## src/rtl/xbus_pkg.sv

```systemverilog
package xbus_pkg;

    typedef enum logic [2:0] {
        S_IDLE,
        S_T1,
        S_T2,
        S_T3,
        S_WAIT,
        S_HOLD,
        S_T4
    } xbus_state_t;

    localparam int WCODE_W  = 2;
    localparam int MAX_WAIT = 2;
    localparam int CNT_W    = $clog2(MAX_WAIT + 1);

    typedef logic [WCODE_W-1:0] wcode_t;
    typedef logic [CNT_W-1:0]   wcnt_t;

    // added strobe cycles for a wait code
    function automatic wcnt_t wait_cycles(input wcode_t code);
        unique case (code)
            2'b00:   wait_cycles = wcnt_t'(0);
            2'b01:   wait_cycles = wcnt_t'(1);
            default: wait_cycles = wcnt_t'(MAX_WAIT);
        endcase
    endfunction

    // the slowest code adds one cycle after the strobe
    function automatic logic hold_cycle(input wcode_t code);
        hold_cycle = (code == 2'b11);
    endfunction

endpackage

```

## src/rtl/xbus_sector_sel.sv

```systemverilog
module xbus_sector_sel
    import xbus_pkg::*;
#(
    parameter int HI_W = 8
) (
    input  logic [HI_W-1:0] addr_hi,
    input  logic [HI_W-1:0] boundary,
    input  wcode_t          code_lo,
    input  wcode_t          code_hi,
    output wcnt_t           wait_n,
    output logic            hold
);
    wcode_t code_sel;

    always_comb begin
        code_sel = (addr_hi >= boundary) ? code_hi : code_lo;
        wait_n   = wait_cycles(code_sel);
        hold     = hold_cycle(code_sel);
    end
endmodule

```

## src/rtl/xbus_wait_ctr.sv

```systemverilog
module xbus_wait_ctr
    import xbus_pkg::*;
(
    input  logic  clk,
    input  logic  rst_n,
    input  logic  load,
    input  wcnt_t load_val,
    input  logic  dec,
    output logic  zero
);
    wcnt_t cnt_q;

    always_ff @(posedge clk or negedge rst_n) begin
        if (!rst_n) begin
            cnt_q <= '0;
        end else if (load) begin
            cnt_q <= load_val;
        end else if (dec && cnt_q != '0) begin
            cnt_q <= cnt_q - wcnt_t'(1);
        end
    end

    assign zero = (cnt_q == '0);
endmodule

```

## src/rtl/xbus_keeper.sv

```systemverilog
module xbus_keeper #(
    parameter int DATA_W = 8
) (
    input  logic              clk,
    input  logic              rst_n,
    input  logic              keep_en,
    input  logic              drv_oe,
    input  logic [DATA_W-1:0] drv_val,
    input  logic              rd_active,
    input  logic [DATA_W-1:0] pin_in,
    output logic [DATA_W-1:0] last_q,
    output logic [DATA_W-1:0] level
);
    always_ff @(posedge clk or negedge rst_n) begin
        if (!rst_n) begin
            last_q <= '0;
        end else if (drv_oe) begin
            last_q <= drv_val;
        end else if (rd_active) begin
            last_q <= pin_in;
        end
    end

    always_comb begin
        if (drv_oe) begin
            level = drv_val;
        end else if (rd_active || !keep_en) begin
            level = pin_in;
        end else begin
            level = last_q;
        end
    end
endmodule

```

## src/rtl/xbus_ctrl.sv

```systemverilog
module xbus_ctrl
    import xbus_pkg::*;
#(
    parameter int ADDR_W = 16,
    parameter int DATA_W = 8
) (
    input  logic                     clk,
    input  logic                     rst_n,
    input  logic                     req_valid,
    input  logic [ADDR_W-1:0]        req_addr,
    input  logic [DATA_W-1:0]        req_wdata,
    input  logic                     req_write,
    output logic                     req_ready,
    output logic [DATA_W-1:0]        rsp_rdata,
    input  logic [ADDR_W-DATA_W-1:0] cfg_boundary,
    input  logic [1:0]               cfg_wait_lo,
    input  logic [1:0]               cfg_wait_hi,
    input  logic                     cfg_keep_en,
    output logic [DATA_W-1:0]        ext_ad_o,
    output logic                     ext_ad_oe,
    input  logic [DATA_W-1:0]        ext_ad_i,
    output logic [ADDR_W-DATA_W-1:0] ext_ahi_o,
    output logic                     ext_latch,
    output logic                     ext_rd_n,
    output logic                     ext_wr_n,
    output logic [DATA_W-1:0]        bus_level
);
    localparam int HI_W = ADDR_W - DATA_W;

    xbus_state_t       state_q, state_d;
    logic [ADDR_W-1:0] addr_q;
    logic [DATA_W-1:0] wdata_q;
    logic              write_q;
    logic              hold_q;
    logic [DATA_W-1:0] rdata_q;
    logic [DATA_W-1:0] drive_val;
    logic [DATA_W-1:0] keep_last;

    wcnt_t sel_wait;
    logic  sel_hold;
    logic  ctr_zero;
    logic  accept;
    logic  strobe_st;
    logic  last_strobe;

    assign accept      = req_valid && (state_q == S_IDLE || state_q == S_T4);
    assign strobe_st   = (state_q == S_T3) || (state_q == S_WAIT);
    assign last_strobe = strobe_st && ctr_zero;

    xbus_sector_sel #(.HI_W(HI_W)) u_sector (
        .addr_hi  (req_addr[ADDR_W-1:DATA_W]),
        .boundary (cfg_boundary),
        .code_lo  (cfg_wait_lo),
        .code_hi  (cfg_wait_hi),
        .wait_n   (sel_wait),
        .hold     (sel_hold)
    );

    xbus_wait_ctr u_wait (
        .clk      (clk),
        .rst_n    (rst_n),
        .load     (accept),
        .load_val (sel_wait),
        .dec      (strobe_st),
        .zero     (ctr_zero)
    );

    // state register
    always_ff @(posedge clk or negedge rst_n) begin
        if (!rst_n) begin
            state_q <= S_IDLE;
        end else begin
            state_q <= state_d;
        end
    end

    // next state
    always_comb begin
        state_d = state_q;
        unique case (state_q)
            S_IDLE: if (accept) state_d = S_T1;
            S_T1:   state_d = S_T2;
            S_T2:   state_d = S_T3;
            S_T3, S_WAIT: begin
                if (!ctr_zero) begin
                    state_d = S_WAIT;
                end else begin
                    state_d = hold_q ? S_HOLD : S_T4;
                end
            end
            S_HOLD: state_d = S_T4;
            S_T4:   state_d = accept ? S_T1 : S_IDLE;
            default: state_d = S_IDLE;
        endcase
    end

    // request capture and read sampling
    always_ff @(posedge clk or negedge rst_n) begin
        if (!rst_n) begin
            addr_q  <= '0;
            wdata_q <= '0;
            write_q <= 1'b0;
            hold_q  <= 1'b0;
            rdata_q <= '0;
        end else begin
            if (accept) begin
                addr_q  <= req_addr;
                wdata_q <= req_wdata;
                write_q <= req_write;
                hold_q  <= sel_hold;
            end
            if (last_strobe && !write_q) begin
                rdata_q <= ext_ad_i;
            end
        end
    end

    // outputs
    always_comb begin
        ext_latch = 1'b0;
        ext_ad_oe = 1'b0;
        ext_rd_n  = 1'b1;
        ext_wr_n  = 1'b1;
        req_ready = 1'b0;
        drive_val = addr_q[DATA_W-1:0];
        unique case (state_q)
            S_IDLE: begin
            end
            S_T1: begin
                ext_latch = 1'b1;
                ext_ad_oe = 1'b1;
            end
            S_T2: begin
                ext_ad_oe = 1'b1;
            end
            S_T3, S_WAIT: begin
                if (write_q) begin
                    ext_ad_oe = 1'b1;
                    drive_val = wdata_q;
                    ext_wr_n  = 1'b0;
                end else begin
                    ext_rd_n  = 1'b0;
                end
            end
            S_HOLD: begin
                if (write_q) begin
                    ext_ad_oe = 1'b1;
                    drive_val = wdata_q;
                end
            end
            S_T4: begin
                req_ready = 1'b1;
                ext_latch = req_valid;
            end
            default: begin
            end
        endcase
    end

    xbus_keeper #(.DATA_W(DATA_W)) u_keep (
        .clk       (clk),
        .rst_n     (rst_n),
        .keep_en   (cfg_keep_en),
        .drv_oe    (ext_ad_oe),
        .drv_val   (drive_val),
        .rd_active (!ext_rd_n),
        .pin_in    (ext_ad_i),
        .last_q    (keep_last),
        .level     (bus_level)
    );

    assign ext_ad_o  = ext_ad_oe ? drive_val : keep_last;
    assign ext_ahi_o = addr_q[ADDR_W-1:DATA_W];
    assign rsp_rdata = rdata_q;
endmodule

```

## config.mk

```make
export PLATFORM = sky130hd
export DESIGN_NAME = xbus_ctrl
export DESIGN_NICKNAME = d
export VERILOG_FILES = /design/src/rtl/xbus_pkg.sv /design/src/rtl/xbus_sector_sel.sv /design/src/rtl/xbus_wait_ctr.sv /design/src/rtl/xbus_keeper.sv /design/src/rtl/xbus_ctrl.sv
export SDC_FILE = /design/constraint.sdc
export NUM_CORES = 1
export LEC_CHECK = 0
export BUFFER_PORTS_ARGS = -buffer_cell sky130_fd_sc_hd__buf_2
export CAP_MARGIN = 20
export CORE_ASPECT_RATIO = 0.9
export CORE_MARGIN = 5
export CORE_UTILIZATION = 54
export DETAILED_ROUTE_END_ITERATION = 8
export PLACE_DENSITY = 0.85
export SYNTH_ARGS = -nofsm -noshare
export SYNTH_HDL_FRONTEND = slang
export SYNTH_HIERARCHICAL = 1
export SYNTH_SLANG_ARGS = --single-unit
```

## constraint.sdc

```tcl
create_clock -name clk -period 3.15 [get_ports clk]
set_clock_uncertainty 0.1 [all_clocks]
set_input_delay 0.4725 -clock clk [delete_from_list [all_inputs] [get_ports clk]]
set_output_delay 0.4725 -clock clk [all_outputs]
set_load 0.005 [all_outputs]
```

Word-level counts from Yosys, hierarchy flattened
Index checks and enable logic that the tools add are counted.
W data, S select, Z words.

storage, ports and cells
  register bits = 47
  bits in latches = 0
  RAM bits = 0
  memory bits (read-only) = 0
  output and inout bits = 37
  word-level logic and storage cells = 61
  memories = 0

operators by class
  add/sub/neg operators = 1
  multiply operators = 0
  divide/modulo/power cells = 0
  $lt $le $gt $ge = 1
  equal/unequal tests = 10
  shifts and indexed selects = 0
  mux-type cells = 23
  bitwise operators = 0
  reduce and logical (&&, ||, !) cells = 18

operator list
  kind                   count
  $mux W8                7
  $pmux W3 S6            1
  $mux W2                5
  $eq A3 B3 Y1 const B   3
  $ge A8 B8 Y1           1
  $eq A3 B2 Y1 const B   2
  $mux W1                6
  $logic_and A1 B1 Y1    4
  $logic_not A2 Y1       2
  $ne A2 B2 Y1 const B   2
  $pmux W1 S2            2
  $pmux W2 S2            1
  $reduce_bool A2 Y1     2
  $reduce_or A2 Y1       2
  $eq A3 B1 Y1 const B   1
  $logic_not A1 Y1       3
  $logic_not A3 Y1       1
  $logic_or A1 B1 Y1     3
  $mux W3                1
  $reduce_or A3 Y1       1
  $eq A2 B1 Y1 const B   1
  $eq A2 B2 Y1 const B   1
  $sub A2 B1 Y2 const B  1

Depth between registers and ports, before layout
  word-level depth = 7
  gate-level depth with buffers = 8
  mapped depth without buffers = 8

Hierarchy
Netlist, hierarchy kept.

modules (own cells, without submodules)
  module           instances  cells each  area each (um^2)
  xbus_ctrl        1          182         2,127.0
  xbus_keeper      1          64          742.0
  xbus_sector_sel  1          32          277.8
  xbus_wait_ctr    1          13          132.6

Worst setup path before layout
Ideal clock, no wire load.

  path type = register -> output
  start = register state_q[1]
  end = output bus_level[0]
  arrival time = 1.798 ns
  path slack = 0.779 ns
  stages on the path, launching flop included = 9
  cell sequence = dfrtp_1 buf_2 and3b_1 or2_2 nor2b_1 buf_6 nand2b_4 buf_6 a221oi_2

on the way
  longest elaborated chain between the ends = 7

ends and longest elaborated chain
  what                                          line               text
  start: declaration                            xbus_ctrl.sv:30    xbus_state_t state_q, state_d;
  start signal: assignment                      xbus_ctrl.sv:73    state_q <= state_d;
  $eq A3 B2 Y1 or $eq A3 B3 Y1 (tied branches)  xbus_ctrl.sv:126   unique case (state_q)
  $reduce_or A2 Y1                              xbus_ctrl.sv:126
  $mux W1                                       xbus_ctrl.sv:126
  $logic_not A1 Y1                              xbus_ctrl.sv:166   .rd_active (!ext_rd_n),
  $logic_or A1 B1 Y1                            xbus_keeper.sv:27  end else if (rd_active || !keep_en) begin
  $mux W8                                       xbus_keeper.sv:27
  $mux W8 (*)                                   xbus_keeper.sv:25  if (drv_oe) begin
  end: declaration                              xbus_ctrl.sv:26    output logic [DATA_W-1:0] bus_level

Mark *: on every way between the ends. The rest lies on a longest branch, timed or not.

Final worst setup path
  start = register state_q[0]
  end = output bus_level[0]

The elaborated chain is that of the path after synthesis.

==> impl_metrics.py <==
metrics = {
    "drt": {
        "vias": 2471,
        "ant_nets": 0,
        "dr.first_iter.drc_count": 122,
        "routed_wirelength_mm": 7.29,
        "drt_pass1_iterations": 4,
        "drc": 0,
        "avgRoutedWirePerCell_um": 16.7,
        "vias_per_cell": 5.65,
    },
    "sta": {
        "hold_viol": 0,
        "max_slew.worst_pin.slew_ns": 0.505,
        "maxSlewViolCount": 0,
        "finalSetupViolCount": 0,
        "finalCritPeriodShare": 0.920,
        "max-slew-margin-rel": 0.662,
        "tns_ns": 0,
        "fin_crit_ns": 2.90,
        "max_freq_mhz": 345,
        "rsz0062_at_grt": "no",
    },
    "clock_tree": {
        "cts_buffer_depth": 2,
        "clock-sinks": 47,
        "post_cts_buffers": 0,
        "cts_tree": "built",
        "cts.reportedPaths.clkPinSlew_ns": 0.09,
        "numCtsBuffers": 5,
        "clkLatencyLatePin_ns": 0.31,
        "hold_buffers": 0,
        "htreeDepth": 2,
        "cts.repair.resized": 0,
        "cts-root-buf": "clkbuf_8",
    },
    "placed_design": {
        "hpwl_mm": 5.42,
        "dpl-instance-area_um2": 3680,
        "numPortBuffers": 85,
        "dp_cells": 429,
        "gp_congestion": 0.812,
    },
    "floorplanning": {
        "die_w_um": 92.1,
        "coreArea_um2": 6010,
        "ios": 86,
        "start_util": 0.545,
        "dieArea_um2": 7730,
        "placementRows": 27,
        "die_h_um": 83.9,
    },
    "worst_setup_path": {
        "arrival_ns": 2.33,
        "setup.worst_path.start": "state_q[0]",
        "r2r_slack_ns": 1.07,
        "reg2reg_from": "state_q[1]",
        "crit_buf_inv": 3,
        "path_max_fanout": 17,
        "slowest_delay_ns": 0.39,
        "worstSetupPathType": "reg2out",
        "crit_path_start_kind": "flop",
        "worstPathCellList": "buf_4, nor3b_1, or2_2, nor2b_2, buf_4, nand2b_4, a221oi_2, buf_2",
        "cpMaxStageDelayCell": "dfrtp_1",
        "ff2ff_path_depth": 5,
        "cp_top_family": "simple AND/OR/NAND/NOR gates",
        "cpMostUsedCell": "buf_4",
        "r2r-end": "wdata_q[2]",
        "end_kind": "output pin",
        "required_ns": 2.58,
    },
    "grt": {
        "grt_max_degree": 48,
        "grtUsageTotal": 0.193,
        "grt_antenna_before_repair": 0,
        "overflow": 0,
        "grt_pass1_vias": 2509,
        "grt_pass1_wl_mm": 12.1,
    },
    "min_path": {
        "hold_class": "in2async",
    },
    "logic_synthesis": {
        "syn_avg_cell_area_um2": 11.3,
        "synth.largest_area_cell": "dfrtp_1",
        "synth_fp_nets": 349,
        "synth_top_flop_cell": "dfrtp_1",
        "yosysWarnings": 6,
        "synthDominantCellAreaShare": 0.359,
        "syn_inst": 291,
        "synth_area_um2": 3280,
        "synth_edf_count": 0,
        "seq_area_frac_synth": 0.359,
        "synth.distinct_cells": 44,
        "synth.area.top_cells": "dfrtp_1, mux2_2, mux2_1",
        "ys_seq_elements": 47,
        "async_flop_share": 1.00,
    },
    "layout": {
        "final_cell_count_no_fill": 437,
        "nets": 423,
        "layout-drive-gt1-share": 0.436,
        "num-fill-cells": 504,
        "insertedDiodeCount": 0,
        "fin_area_um2": 3790,
        "syn2layout_area_growth_pct": 15.5,
    },
    "power": {
        "powerDensity_nw_per_um2": 1090,
        "vdd_drop_max_mv": 0.597,
        "leakage_nw": 1.76,
    },
    "run_status": {
        "outcome": "completed",
    },
    "job": {
        "max-cap-violations": 0,
    },
}
report_power, final:
part / switching, mW / internal, mW
Combinational: 1.26 / 1.33
Sequential: 0.251 / 0.922
Clock: 0.207 / 0.173
Total: 1.72 / 2.42
Yosys cell counts, types with 2 or more instances:
cell type / count
o221a_2: 9
o21ai_0: 11
nand2_1: 9
nor2_1: 12
a221oi_2: 8
buf_2: 4
nor4b_4: 2
buf_4: 10
nand2b_1: 14
mux2i_1: 18
mux2_1: 19
buf_6: 6
o21a_1: 2
ha_1: 9
o21ai_2: 2
nor2b_1: 14
clkbuf_1: 7
mux2_2: 23
dfrtp_1: 47
nor4b_2: 4
inv_1: 19
nand2b_4: 2
or4b_1: 2
o221ai_1: 8
nor4b_1: 2
and3b_1: 10
sequential cells by signal, indices dropped and copies added, names as in the netlist:
register       count
addr_q            16
rsp_rdata          8
u_keep/last_q      8
wdata_q            8
state_q            3
u_wait/cnt_q       2
hold_q             1
write_q            1
through the flow:
step                power (mW)  hold WS (ns)  setup WS, ns   util
floorplan                 3.08        0.0769         0.779      -
global placement          3.67         0.364         0.660  0.612
detailed placement        3.77         0.372         0.605  0.612
CTS                       4.15         0.276         0.253  0.627
global route              4.46        0.0532        0.0850  0.630
finish                    4.14        0.0212         0.251  0.630
cell type report:
class,count,area (um2),area share
clock buffers,6,82.6,0.0218
clock inverters,1,5.00,0.00132
inverters,20,75.1,0.0198
multi-input cells,197,1840,0.486
flip-flops and latches,47,1180,0.310
well taps,72,90.1,0.0238
repair buffers,94,518,0.137
kinds of logic after synthesis:
kind of cell	after synthesis	synth area share
and+or+nand+nor	78	0.173
muxes	61	0.204
AOI/OAI and AO/OA	49	0.150
buffers and inverters	47	0.0805
DFF	47	0.359
adders and majority gates	9	0.0343
worst max path at each step:
stage	endpoint	slack, ns	depth (start not counted)
CTS	bus_level[0]	0.25	8
global placement	bus_level[0]	0.66	7
detailed placement	bus_level[0]	0.60	8
floorplan	bus_level[0]	0.78	8
global route	bus_level[1]	0.09	8
finish	bus_level[0]	0.25	8
layout by cell type, fill, tap and decap left out, drive strengths merged, types with 2 or more instances in the layout:
cell    count
nor4b       8
nor2       12
mux2i      18
dfrtp      47
clkbuf      6
o221a       9
or4b        2
nand2       9
and3b      10
nor2b      14
clkinv      2
ha          9
nor3        2
o221ai      8
o21ai      13
buf        94
mux2       43
nand2b     16
inv        19
a211oi      2
o21a        2
a221oi      8
metal layers:
metal	routed length, um	vias up	GRT usage
li1	-	1198	-
met1	3350	1207	0.258
met2	3440	60	0.312
met3	447	6	0.0523
met4	55	0	0.0418
met5	0	-	0
(Power assumes the default switching activity.)
